### src/rtl/mmr_pkg.sv
package mmr_pkg;

  localparam int IO_AW  = 16;
  localparam int IO_DW  = 8;
  localparam int PAGE_W = 9;
  localparam int OFF_W  = 17;
  localparam int LOW_W  = 20;

  typedef enum logic [2:0] {
    TGT_NONE = 3'd0,
    TGT_RAM  = 3'd1,
    TGT_BIOS = 3'd2,
    TGT_ITF  = 3'd3,
    TGT_IDE  = 3'd4
  } tgt_e;

  localparam logic [IO_AW-1:0] PORT_ROMSEL = 16'h043D;
  localparam logic [IO_AW-1:0] PORT_WIN    = 16'h0461;
  localparam logic [IO_AW-1:0] PORT_SHADOW = 16'h053D;
  localparam logic [IO_DW-1:0] WIN_RESET   = 8'h08;

  localparam logic [LOW_W-1:0] WIN_LO   = 20'h80000;
  localparam logic [LOW_W-1:0] HOLE_LO  = 20'hA0000;
  localparam logic [LOW_W-1:0] OPT_LO   = 20'hC0000;
  localparam logic [LOW_W-1:0] IDE_LO   = 20'hD8000;
  localparam logic [LOW_W-1:0] IDE_HI   = 20'hDA000;
  localparam logic [LOW_W-1:0] OPT_HI   = 20'hE0000;
  localparam logic [LOW_W-1:0] BIOS_LO  = 20'hE8000;
  localparam logic [LOW_W-1:0] ITF_LO   = 20'hF8000;

  // Window page: slot number appended to window bits [7:1].
  function automatic logic [PAGE_W-1:0] win_page(input logic [IO_DW-1:0] w,
                                                 input logic [1:0] slot);
    return {w[IO_DW-1:1], slot};
  endfunction

  // Byte offset of a low address from a ROM base.
  function automatic logic [OFF_W-1:0] rom_offset(input logic [LOW_W-1:0] a,
                                                  input logic [LOW_W-1:0] base);
    logic [LOW_W-1:0] d;
    d = a - base;
    return d[OFF_W-1:0];
  endfunction

  // Overlay command: {valid, select}.
  function automatic logic [1:0] itf_cmd(input logic [IO_DW-1:0] d);
    case (d)
      8'h00, 8'h10: return 2'b11;
      8'h02, 8'h12: return 2'b10;
      default:      return 2'b00;
    endcase
  endfunction

endpackage

### src/rtl/mmr_regs.sv
module mmr_regs
  import mmr_pkg::*;
(
  input  logic             clk,
  input  logic             rst_n,
  input  logic             io_wr,
  input  logic             io_rd,
  input  logic [IO_AW-1:0] io_addr,
  input  logic [IO_DW-1:0] io_wdata,
  output logic [IO_DW-1:0] io_rdata,
  output logic [IO_DW-1:0] win_q,
  output logic             itf_q,
  output logic             shadow_q
);

  logic       wr_win, wr_romsel, wr_shadow;
  logic       win_upd;
  logic [1:0] itf_c;
  logic       itf_set, itf_clr;

  assign wr_win    = io_wr && (io_addr == PORT_WIN);
  assign wr_romsel = io_wr && (io_addr == PORT_ROMSEL);
  assign wr_shadow = io_wr && (io_addr == PORT_SHADOW);

  assign win_upd = wr_win && (io_wdata[IO_DW-1:1] != win_q[IO_DW-1:1]);
  assign itf_c   = itf_cmd(io_wdata);
  assign itf_set = wr_romsel && itf_c[1] && itf_c[0];
  assign itf_clr = wr_romsel && itf_c[1] && !itf_c[0];

  always_ff @(posedge clk or negedge rst_n) begin
    if (!rst_n) begin
      win_q    <= WIN_RESET;
      itf_q    <= 1'b1;
      shadow_q <= 1'b0;
    end else begin
      if (win_upd)   win_q    <= io_wdata;
      if (itf_set)   itf_q    <= 1'b1;
      if (itf_clr)   itf_q    <= 1'b0;
      if (wr_shadow) shadow_q <= io_wdata[1];
    end
  end

  assign io_rdata = (io_rd && (io_addr == PORT_WIN)) ? win_q : '0;

  // upper bits equal -> register unchanged
  a_r4_win_hold: assert property (@(posedge clk) disable iff (!rst_n)
    (wr_win && (io_wdata[IO_DW-1:1] == win_q[IO_DW-1:1])) |=> $stable(win_q));

  // upper bits differ -> full byte loaded
  a_r4_win_load: assert property (@(posedge clk) disable iff (!rst_n)
    (wr_win && (io_wdata[IO_DW-1:1] != win_q[IO_DW-1:1])) |=> (win_q == $past(io_wdata)));

  // unlisted codes leave the overlay alone
  a_r5_itf_ignore: assert property (@(posedge clk) disable iff (!rst_n)
    (wr_romsel && !itf_set && !itf_clr) |=> $stable(itf_q));

  // shadow mode follows data bit 1
  a_r7_shadow_bit: assert property (@(posedge clk) disable iff (!rst_n)
    wr_shadow |=> (shadow_q == $past(io_wdata[1])));

endmodule

### src/rtl/mmr_fold.sv
module mmr_fold
  import mmr_pkg::*;
#(
  parameter int              ADDR_W      = 32,
  parameter bit              MIRROR_EN   = 1'b1,
  parameter logic [ADDR_W-1:0] EXT_LIMIT = 32'h0100_0000
) (
  input  logic [ADDR_W-1:0] addr,
  output logic [LOW_W-1:0]  low_addr,
  output logic              low_hit,
  output logic              ext_hit
);

  localparam int TOP_W = ADDR_W - LOW_W;

  logic plain_low;
  logic mirror_low;

  assign plain_low = (addr[ADDR_W-1:LOW_W] == '0);
  assign low_addr  = addr[LOW_W-1:0];

  generate
    if (MIRROR_EN) begin : g_mirror
      assign mirror_low = (addr[ADDR_W-1:LOW_W] == {TOP_W{1'b1}});
    end else begin : g_nomirror
      assign mirror_low = 1'b0;
    end
  endgenerate

  assign low_hit = plain_low || mirror_low;
  assign ext_hit = !plain_low && (addr < EXT_LIMIT);

endmodule

### src/rtl/mmr_decode.sv
module mmr_decode
  import mmr_pkg::*;
#(
  parameter int ADDR_W = 32
) (
  input  logic              clk,
  input  logic              rst_n,
  input  logic [ADDR_W-1:0] addr,
  input  logic [LOW_W-1:0]  low_addr,
  input  logic              low_hit,
  input  logic              ext_hit,
  input  logic [IO_DW-1:0]  win_q,
  input  logic              itf_q,
  input  logic              shadow_q,
  output tgt_e              target,
  output logic [PAGE_W-1:0] page,
  output logic [OFF_W-1:0]  offset
);

  localparam int LOW_PG_W = LOW_W - 15;

  // Region hits in the first megabyte
  logic in_base, in_win, in_opt, in_ide, in_bios_lo, in_itf;

  assign in_base    = low_hit && (low_addr < WIN_LO);
  assign in_win     = low_hit && (low_addr >= WIN_LO)  && (low_addr < HOLE_LO);
  assign in_opt     = low_hit && (low_addr >= OPT_LO)  && (low_addr < OPT_HI);
  assign in_ide     = in_opt  && (low_addr >= IDE_LO)  && (low_addr < IDE_HI);
  assign in_bios_lo = low_hit && (low_addr >= BIOS_LO) && (low_addr < ITF_LO);
  assign in_itf     = low_hit && (low_addr >= ITF_LO);

  // Resource events, brought out for the checks
  logic sel_ram, sel_bios, sel_itf, sel_ide;

  assign sel_itf  = in_itf && itf_q;
  assign sel_ide  = in_ide && !shadow_q;
  assign sel_bios = !shadow_q && (in_bios_lo || (in_itf && !itf_q));
  assign sel_ram  = ext_hit || in_base || in_win ||
                    (shadow_q && (in_opt || in_bios_lo || (in_itf && !itf_q)));

  always_comb begin
    target = TGT_NONE;
    page   = '0;
    offset = '0;
    if (sel_itf) begin
      target = TGT_ITF;
      offset = rom_offset(low_addr, ITF_LO);
    end else if (sel_ide) begin
      target = TGT_IDE;
      offset = rom_offset(low_addr, IDE_LO);
    end else if (sel_bios) begin
      target = TGT_BIOS;
      offset = rom_offset(low_addr, BIOS_LO);
    end else if (sel_ram) begin
      target = TGT_RAM;
      if (ext_hit)
        page = addr[15+PAGE_W-1:15];
      else if (in_win)
        page = win_page(win_q, low_addr[16:15]);
      else
        page = {{(PAGE_W-LOW_PG_W){1'b0}}, low_addr[LOW_W-1:15]};
    end
  end

  a_r9_onehot_resource: assert property (@(posedge clk) disable iff (!rst_n)
    $onehot0({sel_ram, sel_bios, sel_itf, sel_ide}));

  a_r5_itf_priority: assert property (@(posedge clk) disable iff (!rst_n)
    (itf_q && low_hit && (low_addr >= ITF_LO)) |-> (target == TGT_ITF));

  a_r7_shadow_opt_ram: assert property (@(posedge clk) disable iff (!rst_n)
    (shadow_q && in_opt) |-> (target == TGT_RAM));

  a_r3_window_slot: assert property (@(posedge clk) disable iff (!rst_n)
    in_win |-> (page[1:0] == low_addr[16:15] && page[PAGE_W-1:2] == win_q[IO_DW-1:1]));

  a_r9_hole_none: assert property (@(posedge clk) disable iff (!rst_n)
    (low_hit && low_addr >= HOLE_LO && low_addr < OPT_LO) |-> (target == TGT_NONE));

endmodule

### src/rtl/mmr_remap.sv
module mmr_remap
  import mmr_pkg::*;
#(
  parameter int ADDR_W    = 32,
  parameter bit MIRROR_EN = 1'b1
) (
  input  logic                 clk,
  input  logic                 rst_n,
  input  logic                 io_wr,
  input  logic                 io_rd,
  input  logic [IO_AW-1:0]     io_addr,
  input  logic [IO_DW-1:0]     io_wdata,
  output logic [IO_DW-1:0]     io_rdata,
  input  logic [ADDR_W-1:0]    cpu_addr,
  output logic [2:0]           sel_target,
  output logic [PAGE_W-1:0]    sel_page,
  output logic [OFF_W-1:0]     sel_offset
);

  logic [IO_DW-1:0] win_q;
  logic             itf_q, shadow_q;
  logic [LOW_W-1:0] low_addr;
  logic             low_hit, ext_hit;
  tgt_e             target;

  mmr_regs u_regs (
    .clk      (clk),
    .rst_n    (rst_n),
    .io_wr    (io_wr),
    .io_rd    (io_rd),
    .io_addr  (io_addr),
    .io_wdata (io_wdata),
    .io_rdata (io_rdata),
    .win_q    (win_q),
    .itf_q    (itf_q),
    .shadow_q (shadow_q)
  );

  mmr_fold #(.ADDR_W(ADDR_W), .MIRROR_EN(MIRROR_EN)) u_fold (
    .addr     (cpu_addr),
    .low_addr (low_addr),
    .low_hit  (low_hit),
    .ext_hit  (ext_hit)
  );

  mmr_decode #(.ADDR_W(ADDR_W)) u_decode (
    .clk      (clk),
    .rst_n    (rst_n),
    .addr     (cpu_addr),
    .low_addr (low_addr),
    .low_hit  (low_hit),
    .ext_hit  (ext_hit),
    .win_q    (win_q),
    .itf_q    (itf_q),
    .shadow_q (shadow_q),
    .target   (target),
    .page     (sel_page),
    .offset   (sel_offset)
  );

  assign sel_target = target;

  // non-RAM results carry no page
  a_r9_page_clear: assert property (@(posedge clk) disable iff (!rst_n)
    (sel_target != TGT_RAM) |-> (sel_page == '0));

  // non-ROM results carry no offset
  a_r9_offset_clear: assert property (@(posedge clk) disable iff (!rst_n)
    (sel_target == TGT_RAM || sel_target == TGT_NONE) |-> (sel_offset == '0));

endmodule

### config.mk
export PLATFORM = sky130hd
export DESIGN_NAME = mmr_remap
export DESIGN_NICKNAME = d
export VERILOG_FILES = /design/src/rtl/mmr_pkg.sv /design/src/rtl/mmr_regs.sv /design/src/rtl/mmr_fold.sv /design/src/rtl/mmr_decode.sv /design/src/rtl/mmr_remap.sv
export SDC_FILE = /design/constraint.sdc
export NUM_CORES = 1
export LEC_CHECK = 0
export BUFFER_PORTS_ARGS = -buffer_cell sky130_fd_sc_hd__buf_2
export CAP_MARGIN = 40
export CORE_ASPECT_RATIO = 0.8
export CORE_UTILIZATION = 37
export DETAILED_ROUTE_END_ITERATION = 8
export PLACE_DENSITY_LB_ADDON = 0.08
export SYNTH_ARGS = -nofsm -noshare
export SYNTH_HDL_FRONTEND = slang
export SYNTH_SLANG_ARGS = --single-unit
### constraint.sdc
create_clock -name clk -period 1.88 [get_ports clk]
set_input_delay 0.188 -clock clk [delete_from_list [all_inputs] [get_ports clk]]
set_output_delay 0.188 -clock clk [all_outputs]
set_load 0.05 [all_outputs]
==> qor.txt <==
Status: finished, violations left
Failing checks: setup timing
Power density cells: 269 nW/um^2
Initial Util: 40.5%
Cells after Synth: 155
Clk root buf: clkbuf_8
Sequential-to-total area share from yosys stat: 19.5%
TNS Setup: -15570 ps
Worst Path Arrival: 2300 ps
ANT nets after route: 0
Post-synth ARST share: 100%
Mapped Area: 1290 um^2
Vias: 2439
Die W: 68.1 um
Worst-path fanout max: 3
EDFF count, synth: 0
Die ar.: 3740 um^2
First-pass GRT wire length: 11.7 mm
Buffers on Ports: 96
Drt drc: 0
Crit end category: primary output
Post-DP HPWL: 4.00 mm
Final WL: 10.4 mm
Vias per cell: 6.99
Most used cell, CP: buf_6
LEAKAGE: 0.00133 uW
Layout cells sized above 1: 73.1%
Initial antenna violation count: 0
CTS tree: done
Worst-path clk slew: 40 ps
Fmax: 402 MHz
Worst path slowest cell: nor4_1
Worst slew pin tran: 571 ps
Die height: 54.9 um
1st-pass router iterations: 5
Ant diodes: 0
Cells after DPL: 333
DR iter-0 viols: 327
Synth Warn #: 0
Slew headroom: 61.5%
Critical Path RT: 1690 ps
Area of the core: 3200 um^2
Fin cells: 349
Row count: 18
Post-synth top flop: dfrtp_1
Gr usage total: 45.2%
RSZ-0062 raised after global routing: yes
CP top delay family: buffers and inverters
Max-cap viol count: 0
Synth cell types: 51
Fin nets: 372
CP Cell Sequence: buf_2, nor4_1, nand4_1, buf_4, o22ai_4, buf_6, a2bb2oi_4, buf_6, a211oi_4, buf_6
Max Slew Vio Count: 0
Num ports: 97
H-tree depth: 1
CP Launch Type: primary input
CP max stage delay: 460 ps
Worst hold path class: in2reg
VDD IR-drop max: 0.000824 V
Final Setup Violations: 38
Fin crit share: 132%
Period minus WS final: 2490 ps
Crit path kind: in2out
CTS buffer count: 3
Gpl congestion: 0.799
Clock Latency Late Sink: 240 ps
Avg Cell Area, Syn: 8.35 um^2
Final Hold Vio Count: 0
Layout Skew: 13.7 ps
WL/cell: 29.9 um
Area Overhead vs Synth: 136%
Critical path buffers and inverters: 5
Seq cells post-synth: 10
Total Power: 822 uW
CTS Buffer Depth: 2
Synthesized Nets: 217
Gr ovfl total: 0
Largest net degree at the start of global routing: 16
Setup WS post-layout: -610 ps
Clock tree sinks: 10
Vias in the first global route: 2207
==> layer usage <==
layer | wire, um | global-route usage, % | vias up | part of all wire [%]
met5 | 0 | 26.6 | - | 0
met4 | 1080 | 29.5 | 0 | 10
met3 | 1500 | 23.0 | 115 | 14
met2 | 4450 | 71.7 | 302 | 43
met1 | 3390 | 45.5 | 1114 | 33
li1 | - | - | 908 | -
==> cell type report <==
cell class | count | area [um^2]
clock buffer | 4 | 55.1
fill | 77 | 146
inverter | 4 | 18.8
multi-input combinational | 133 | 1370
sequential | 10 | 253
tap | 40 | 50.0
timing repair buffer | 158 | 1310
==> timing repair <==
item,in CTS,in global routing
hold buffers,1,0
cloned,0,0
endpoints found under the hold margin,8,0
pin swaps,26,20
setup endpoints to repair,33,45
resized for setup,100,34
setup buffers,3,11
==> synthesized netlist by cell type, types with 5 or more instances <==
master	count	area [um^2]
nor3_1	9	45.0
and3_1	9	56.3
nand2_1	17	63.8
a21oi_2	8	70.1
nand4_1	6	37.5
nor2_1	5	18.8
dfrtp_1	8	200
a21oi_1	9	45.0
nand3_1	5	25.0
mux2_2	9	101
nor4_1	6	37.5
==> registers in the layout (all words and copies together) (netlist names) <==
name / cells
u_regs.shadow_q: 1
u_regs.itf_q: 1
u_regs.win_q: 8
==> metrics by stage <==
| step | area [um^2] | util (%) | hold WS, ps | worst slack (ps) |
|---|---|---|---|---|
| finish | 3050 | 95.4 | 240 | -610 |
| global route | 3050 | 95.4 | 237 | -669 |
| CTS | 2860 | 89.3 | 205 | -372 |
| detailed placement | 2370 | 74.1 | 57.8 | -606 |
| global placement | 2370 | 74.1 | 59.7 | -582 |
| floorplan | 1500 | - | -108 | -471 |
==> worst paths after layout <==
path	to	slack (ps)	depth (start not counted)	from
worst min register to register	u_regs.win_q[0]	570	1	u_regs.win_q[0]
worst max-delay path	sel_offset[15]	-610	10	cpu_addr[0]
min in group asynchronous	u_regs.win_q[1]	350	2	rst_n
max in group asynchronous	u_regs.itf_q	1250	2	rst_n
worst max register to register	u_regs.win_q[0]	-110	5	u_regs.win_q[5]
worst min-delay path	u_regs.itf_q	240	2	io_wdata[1]
==> cell families (layout without fill, tap and decap cells) <==
kind of cell    count (synthesis)  in the layout  share of synthesized area [%]
compound gates                 42             42                           25.4
xor+xnor                        7              7                           4.73
fa+ha+maj                       2              2                           1.93
buf+inv                        12            166                           7.44
flops                          10             10                           19.5
mux                            10             10                           8.60
simple gates                   72             72                           32.4
==> layout by cell type (no fill, tap or decap), types with 4 or more instances in the layout <==
cell type  count
nand4_1        6
nand2_1       17
a21oi_4       14
buf_2         56
dfrtp_1        8
buf_4         51
nand3_1        5
buf_6         35
a22o_1         4
a21oi_2        4
nor3_4         5
buf_8         10
and3_1         7
buf_12         4
clkbuf_8       4
mux2_2         8
==> where the power goes <==
part           internal [uW]  switching [uW]
Sequential               216          0.0919
Combinational            151             178
Clock                    184            92.2
Total                    551             270
(Power assumes the default switching activity.)
